$ cat src/rtl/axi_lat_pkg.sv
package axi_lat_pkg;

  localparam int NUM_RULES = 4;
  localparam int RULE_R  = 0;
  localparam int RULE_W  = 1;
  localparam int RULE_AW = 2;
  localparam int RULE_B  = 3;

  // A write becomes complete when its address and its last beat have both been seen.
  function automatic logic write_completes(input logic aw_hs, input logic wl_hs,
                                           input logic addr_ahead, input logic data_ahead);
    return (aw_hs & wl_hs) | (aw_hs & data_ahead) | (wl_hs & addr_ahead);
  endfunction

  // Beat that ends a burst, with every beat counting as last in lite mode.
  function automatic logic final_beat(input logic hs, input logic last, input logic lite);
    return hs & (last | lite);
  endfunction

endpackage

$ cat src/rtl/axi_lat_track.sv
module axi_lat_track
  import axi_lat_pkg::*;
#(
  parameter int OUT_W = 6
) (
  input  logic clk,
  input  logic rst_n,
  input  logic ar_hs,
  input  logic rd_done,
  input  logic aw_hs,
  input  logic wl_hs,
  input  logic b_hs,
  output logic rd_pend,
  output logic addr_ahead,
  output logic data_ahead,
  output logic resp_pend,
  output logic cpl_evt
);

  logic [OUT_W-1:0]        rd_cnt;
  logic signed [OUT_W:0]   bal;
  logic [OUT_W-1:0]        cpl_cnt;

  assign rd_pend    = (rd_cnt != '0);
  assign addr_ahead = (bal > 0);
  assign data_ahead = bal[OUT_W];
  assign resp_pend  = (cpl_cnt != '0);
  assign cpl_evt    = write_completes(aw_hs, wl_hs, addr_ahead, data_ahead);

  always_ff @(posedge clk) begin
    if (!rst_n) begin
      rd_cnt  <= '0;
      bal     <= '0;
      cpl_cnt <= '0;
    end else begin
      rd_cnt  <= rd_cnt + OUT_W'(ar_hs) - OUT_W'(rd_done);
      bal     <= bal + $signed({{OUT_W{1'b0}}, aw_hs}) - $signed({{OUT_W{1'b0}}, wl_hs});
      cpl_cnt <= cpl_cnt + OUT_W'(cpl_evt) - OUT_W'(b_hs);
    end
  end

endmodule

$ cat src/rtl/axi_lat_timer.sv
module axi_lat_timer #(
  parameter int unsigned MAX = 8
) (
  input  logic clk,
  input  logic rst_n,
  input  logic restart,
  input  logic valid,
  input  logic pending,
  output logic pulse,
  output logic sticky
);

  localparam int CW = (MAX > 0) ? $clog2(MAX + 1) : 1;

  generate
    if (MAX == 0) begin : g_off
      logic unused_in;
      assign unused_in = &{1'b0, clk, rst_n, restart, valid, pending};
      assign pulse  = 1'b0;
      assign sticky = 1'b0;
    end else begin : g_on
      logic [CW-1:0] wait_q;
      logic          pulse_q;
      logic          sticky_q;
      logic          clear;
      logic          inc;

      assign clear = restart | valid | ~pending;
      assign inc   = ~clear & (wait_q != CW'(MAX));

      always_ff @(posedge clk) begin
        if (!rst_n) begin
          wait_q   <= '0;
          pulse_q  <= 1'b0;
          sticky_q <= 1'b0;
        end else begin
          if (clear)    wait_q <= '0;
          else if (inc) wait_q <= wait_q + 1'b1;
          pulse_q <= inc & (wait_q == CW'(MAX - 1));
          if (inc & (wait_q == CW'(MAX - 1))) sticky_q <= 1'b1;
        end
      end

      assign pulse  = pulse_q;
      assign sticky = sticky_q;
    end
  endgenerate

endmodule

$ cat src/rtl/axi_lat_watchdog.sv
module axi_lat_watchdog
  import axi_lat_pkg::*;
#(
  parameter int unsigned R_MAX_WAIT  = 8,
  parameter int unsigned W_MAX_WAIT  = 6,
  parameter int unsigned AW_MAX_WAIT = 5,
  parameter int unsigned B_MAX_WAIT  = 10,
  parameter int          OUT_W       = 6
) (
  input  logic       clk,
  input  logic       rst_n,
  input  logic       lite_en,
  input  logic       ar_valid,
  input  logic       ar_ready,
  input  logic       r_valid,
  input  logic       r_ready,
  input  logic       r_last,
  input  logic       aw_valid,
  input  logic       aw_ready,
  input  logic       w_valid,
  input  logic       w_ready,
  input  logic       w_last,
  input  logic       b_valid,
  input  logic       b_ready,
  output logic [3:0] timeout_pulse,
  output logic [3:0] timeout_sticky
);

  localparam logic [NUM_RULES*32-1:0] LIMITS =
    {32'(B_MAX_WAIT), 32'(AW_MAX_WAIT), 32'(W_MAX_WAIT), 32'(R_MAX_WAIT)};

  logic ar_hs, r_hs, aw_hs, w_hs, b_hs;
  logic rd_done, wl_hs;
  logic rd_pend, addr_ahead, data_ahead, resp_pend, cpl_evt;

  logic [NUM_RULES-1:0] restart_vec;
  logic [NUM_RULES-1:0] valid_vec;
  logic [NUM_RULES-1:0] pend_vec;

  assign ar_hs   = ar_valid & ar_ready;
  assign r_hs    = r_valid & r_ready;
  assign aw_hs   = aw_valid & aw_ready;
  assign w_hs    = w_valid & w_ready;
  assign b_hs    = b_valid & b_ready;
  assign rd_done = final_beat(r_hs, r_last, lite_en);
  assign wl_hs   = final_beat(w_hs, w_last, lite_en);

  axi_lat_track #(.OUT_W(OUT_W)) u_track (
    .clk        (clk),
    .rst_n      (rst_n),
    .ar_hs      (ar_hs),
    .rd_done    (rd_done),
    .aw_hs      (aw_hs),
    .wl_hs      (wl_hs),
    .b_hs       (b_hs),
    .rd_pend    (rd_pend),
    .addr_ahead (addr_ahead),
    .data_ahead (data_ahead),
    .resp_pend  (resp_pend),
    .cpl_evt    (cpl_evt)
  );

  assign restart_vec[RULE_R]  = ar_hs | r_hs;
  assign restart_vec[RULE_W]  = aw_hs | w_hs;
  assign restart_vec[RULE_AW] = wl_hs | aw_hs;
  assign restart_vec[RULE_B]  = cpl_evt | b_hs;

  assign valid_vec = {b_valid, aw_valid, w_valid, r_valid};
  assign pend_vec  = {resp_pend, data_ahead, addr_ahead, rd_pend};

  generate
    for (genvar gi = 0; gi < NUM_RULES; gi++) begin : g_rule
      axi_lat_timer #(.MAX(LIMITS[gi*32 +: 32])) u_timer (
        .clk     (clk),
        .rst_n   (rst_n),
        .restart (restart_vec[gi]),
        .valid   (valid_vec[gi]),
        .pending (pend_vec[gi]),
        .pulse   (timeout_pulse[gi]),
        .sticky  (timeout_sticky[gi])
      );
    end
  endgenerate

endmodule

$ cat config.mk
export PLATFORM = sky130hd
export DESIGN_NAME = axi_lat_watchdog
export DESIGN_NICKNAME = d
export VERILOG_FILES = /design/src/rtl/axi_lat_pkg.sv /design/src/rtl/axi_lat_track.sv /design/src/rtl/axi_lat_timer.sv /design/src/rtl/axi_lat_watchdog.sv
export SDC_FILE = /design/constraint.sdc
export NUM_CORES = 1
export LEC_CHECK = 0
export ABC_AREA = 1
export BUFFER_PORTS_ARGS = -buffer_cell sky130_fd_sc_hd__buf_2
export CAP_MARGIN = 20
export CORE_AREA = 2 2 74 76
export CTS_BUF_LIST = sky130_fd_sc_hd__clkbuf_8
export DETAILED_ROUTE_END_ITERATION = 10
export DIE_AREA = 0 0 76 78
export GPL_TIMING_DRIVEN = 0
export PLACE_DENSITY = 0.68
export SYNTH_ARGS = -nofsm -noshare
export SYNTH_HDL_FRONTEND = slang
export SYNTH_SLANG_ARGS = --single-unit
$ cat constraint.sdc
create_clock -name clk -period 3.8 [get_ports clk]
set_input_delay 0.57 -clock clk [delete_from_list [all_inputs] [get_ports clk]]
set_output_delay 0.57 -clock clk [all_outputs]
set_load 0.02 [all_outputs]
After elaboration in Yosys (flattened, before gate mapping)

Index checks and enable logic that the tools add are counted.
Widths: inputs -> output; s select.

Flip-flop bits (word level): 41
Logic and storage cells: 83
Input bits: 15

Reductions and logical operators: 6
Magnitude comparators: 1
Bitwise logic cells: 43
Add/sub/neg operators: 10
Equal/unequal tests: 8

Operator list:

| operator            | number |
|---|---|
| $and 1x1->1         | 18 |
| $or 1x1->1          | 16 |
| $add 6x1->6         | 2 |
| $reduce_bool 6->1   | 2 |
| $sub 6x1->6         | 2 |
| $not 1->1           | 9 |
| $add 4x1->4 const B | 2 |
| $ne 4x4->1 const B  | 2 |
| $reduce_or 2->1     | 4 |
| $add 7x2->7         | 1 |
| $gt 7x1->1 const B  | 1 |
| $sub 7x2->7         | 1 |
| $add 3x1->3 const B | 2 |
| $eq 3x3->1 const B  | 2 |
| $ne 3x3->1 const B  | 2 |
| $eq 4x3->1 const B  | 1 |
| $eq 4x4->1 const B  | 1 |

Longest topological paths before layout

Depth in word-level cells: 11
Mapped depth: 17
Mapped depth without buffers: 17

Hierarchy

A second synthesis with hierarchy kept.

Cells, all modules: 368
Area, all modules: 2,635.0 sq um

Modules (own cells, without submodules):

| module                            | times used | cells an instance | area an instance (sq um) |
|---|---|---|---|
| axi_lat_track                     | 1          | 189               | 1,380.1 |
| axi_lat_timer (g_rule[3].u_timer) | 1          | 48                | 340.3 |
| axi_lat_timer (g_rule[0].u_timer) | 1          | 42                | 309.0 |
| axi_lat_timer (g_rule[2].u_timer) | 1          | 33                | 264.0 |
| axi_lat_timer (g_rule[1].u_timer) | 1          | 35                | 262.8 |
| axi_lat_watchdog                  | 1          | 21                | 78.8 |

Least setup slack after synthesis

OpenSTA, ideal clock, no wires.

Kind: input to register
From: input lite_en
To: register u_track.rd_cnt[4]
Path buffers: 0
Slack: 1,584 ps
Cell stages on the path: 12
Arrival time: 2,096 ps
Library setup time: 121 ps
Required time: 3,679 ps
Cell sequence: o21ai_0 nor2_1 ha_1 inv_1 ha_1 fa_1 nand2_1 inv_1 o21ai_0 nand2_1 o21ai_0 a21oi_1

Longest elaborated chain between the ends: 3

RTL lines:

| item                 | RTL line               | text |
|---|---|---|
| start, declared      | axi_lat_watchdog.sv:12 | `input logic lite_en,` |
| $or 1x1->1           | axi_lat_pkg.sv:17      | `return hs & (last \| lite);` |
| $and 1x1->1          | axi_lat_pkg.sv:17      |  |
| $sub 6x1->6          | axi_lat_track.sv:36    | `rd_cnt <= rd_cnt + OUT_W'(ar_hs) - OUT_W'(rd_done);` |
| end signal, assigned | axi_lat_track.sv:36    |  |
| end, declared        | axi_lat_track.sv:20    | `logic [OUT_W-1:0] rd_cnt;` |

No other way between the ends.
A chain may end at the register's enable or synchronous reset.

Final worst setup path

Ends and elaborated chain as after synthesis.

==> flow_metrics.env <==
export IMPL_status="finished, final reports clean"
export IMPL_clk_path_buf_depth=2
export IMPL_avgSynthCellArea_um2=7.56
export IMPL_hold_class="flip-flop to flip-flop"
export IMPL_post_cts_buffers=0
export IMPL_nets=416
export IMPL_numCtsBuffers=5
export IMPL_postRouteAntennaNets=0
export IMPL_postLayoutCoreUtil_pct=55.7
export IMPL_gp_congestion=0.792
export IMPL_first_pass_iters=4
export IMPL_cts_tree="yes"
export IMPL_min_from="g_rule[0].u_timer.sticky$_SDFFE_PN0P_"
export IMPL_ys_types=29
export IMPL_yosysSeqAreaShare_pct=32.6
export IMPL_insertedDiodeCount=0
export IMPL_slew_viol_final=0
export IMPL_end_kind="flip-flop"
export IMPL_antenna_found_initial=0
export IMPL_hold_viol_final=0
export IMPL_finalSetupTns_ns=0
export IMPL_ff2ff_path_depth=17
export IMPL_peakVddDrop_uv=353
export IMPL_area_delta_synth_final_pct=11.7
export IMPL_vias=2057
export IMPL_gr_total_overflow=0
export IMPL_cp_max_fo=2
export IMPL_crit_required_ns=3.98
export IMPL_placed_area_um2=2710
export IMPL_period_share_pct=61.9
export IMPL_cts_sinks=41
export IMPL_maxCapViolations=0
export IMPL_arrival_ns=2.53
export IMPL_avgViaCountPerCell=4.75
export IMPL_hpwl_um=3570
export IMPL_skew_ns=0.00887
export IMPL_slew_headroom_pct=63.0
export IMPL_period_needed_ns=2.35
export IMPL_synth_fp_nets=387
export IMPL_insertion_delay_ns=0.29
export IMPL_clock_root_buffer="clkbuf_8"
export IMPL_routedWlPerCell_um=10.5
export IMPL_setup_violations=0
export IMPL_min_to="g_rule[0].u_timer.sticky$_SDFFE_PN0P_"
export IMPL_first_global_vias=2011
export IMPL_pwr_density_cell_nw_per_um2=606
export IMPL_clk_pin_slew_worst_paths_ns=0.08
export IMPL_fp_dieArea_um2=5930
export IMPL_r2r_end="u_track.cpl_cnt[4]$_SDFF_PN0_"
export IMPL_startpoint="lite_en"
export IMPL_syn_area_um2=2520
export IMPL_drc=0
export IMPL_startpoint_type="input pin"
export IMPL_grt_max_degree=14
export IMPL_max_freq_mhz=425
export IMPL_coreArea_um2=5040
export IMPL_rows=26
export IMPL_final_area_um2=2810
export IMPL_grt_first_pass_wirelength_um=8270
export IMPL_holdPathStages=2
export IMPL_hold_buffers=0
export IMPL_io_pins=23
export IMPL_reg2reg_from="u_track.bal[4]$_SDFF_PN0_"
export IMPL_yosys_warnings=0
export IMPL_numPortBuffers=22
export IMPL_ys_ff_latch=41
export IMPL_worst_pin_slew_ns=0.555
export IMPL_r2r_slack_ns=1.53
export IMPL_drt_initial_drc_count=53
export IMPL_cts_resized=0
export IMPL_synthCells=333
export IMPL_start_util_pct=49.9
export IMPL_ctsHtreeMaxLevel=2
export IMPL_die_y_um=78
export IMPL_postRouteWirelength_um=4530
export IMPL_drive_gt1_share_pct=13.8
export IMPL_grtUsageTotal_pct=17.1
export IMPL_p_leak_nw=1.44
export IMPL_power_mw=1.70
export IMPL_hold_worst_slack_ns=0.447
export IMPL_crit_type="input pin to flip-flop"
export IMPL_rsz0062_at_grt="no"
export IMPL_die_w_um=76
-- how the worst max path moves through the flow --
stage,depth (start not counted),end,slack [ns]
global route,17,u_track.cpl_cnt[4]$_SDFF_PN0_,1.26
global placement,13,u_track.rd_cnt[4]$_SDFF_PN0_,1.24
finish,13,u_track.rd_cnt[4]$_SDFF_PN0_,1.45
CTS,13,u_track.rd_cnt[4]$_SDFF_PN0_,1.45
detailed placement,13,u_track.rd_cnt[4]$_SDFF_PN0_,1.23
floorplan,12,u_track.rd_cnt[4]$_SDFF_PN0_,1.58
-- metrics by stage --
| stage | instances | setup slack, ns |
|---|---|---|
| 2_1_floorplan | 333 | 1.58 |
| 3_3_place_gp | 425 | 1.24 |
| 3_5_place_dp | 425 | 1.23 |
| 4_1_cts | 433 | 1.45 |
| 5_1_grt | 433 | 1.26 |
| 6_report | 433 | 1.45 |
-- cell usage in the layout (no fill, tap or decap), types with 8 or more instances in the layout --
cell	count
buf_4	8
nand3_1	12
buf_2	24
nand4_1	12
a21oi_1	20
inv_1	67
o21ai_0	16
nor2_1	31
ha_1	36
dfxtp_1	41
nand2_1	54
-- power breakdown --
part           leakage, nW  internal, mW  switching [mW]
Sequential           0.336         0.519          0.0501
Clock               0.0512         0.147           0.156
Combinational         1.06         0.322           0.507
Total                 1.44         0.988           0.714
-- kinds of logic after synthesis --
logic type	after synthesis	share of synthesized area, %
buf+inv	80	13.2
simple gates	121	21.6
fa+ha+maj	39	20.3
xor+xnor	6	2.09
flops	41	32.6
compound gates	46	10.1
-- synthesized netlist by cell type, drive strengths merged --
library cell | instances | area share [%]
a31oi | 2 | 0.75
xor2 | 4 | 1.4
clkbuf | 1 | 0.15
nand2 | 57 | 9.0
ha | 36 | 18
inv | 69 | 10
dfxtp | 41 | 33
a211oi | 1 | 0.30
o21ai | 18 | 3.6
a31o | 1 | 0.35
buf | 10 | 2.8
xnor2 | 2 | 0.70
o21bai | 2 | 0.60
nor3 | 6 | 1.2
nand4 | 13 | 3.5
a21oi | 20 | 4.0
a21o | 2 | 0.60
nand3 | 13 | 3.1
nor2 | 32 | 4.9
fa | 3 | 2.4
-- flip-flops by register name (all words and copies together), names as in the netlist --
register and count:
g_rule.u_timer.g_on.wait_q 14, g_rule.u_timer.pulse 4, g_rule.u_timer.sticky 4, u_track.bal 7, u_track.cpl_cnt 6, u_track.rd_cnt 6
-- area by class of cell --
type / count / area (um2)
inverters: 69 / 259
clock inverters: 2 / 13.8
multi-input cells: 212 / 1360
clock buffers: 6 / 82.6
well taps: 70 / 87.6
fillers: 481 / 2230
repair buffers: 22 / 110
plain buffers: 11 / 73.8
flip-flops and latches: 41 / 821
-- worst max-delay path: stages --
cell and delay [ns]:
buf_2 0.10, o21ai_0 0.23, nor2_1 0.07, ha_1 0.27, inv_1 0.04, ha_1 0.22, fa_1 0.38, nand2_1 0.07
inv_1 0.04, o21ai_0 0.14, nand2_1 0.11, o21ai_0 0.21, a21oi_1 0.08
-- layer usage --
layer | vias to the layer above | part of all wire (%) | global-route usage, %
met5 | - | 0 | 0
met4 | 0 | 0.97 | 4.55
met3 | 5 | 4.3 | 4.07
met2 | 32 | 50 | 32.9
met1 | 914 | 44 | 18.8
li1 | 1106 | - | -
Note: power is estimated with default switching activity, not from simulation.
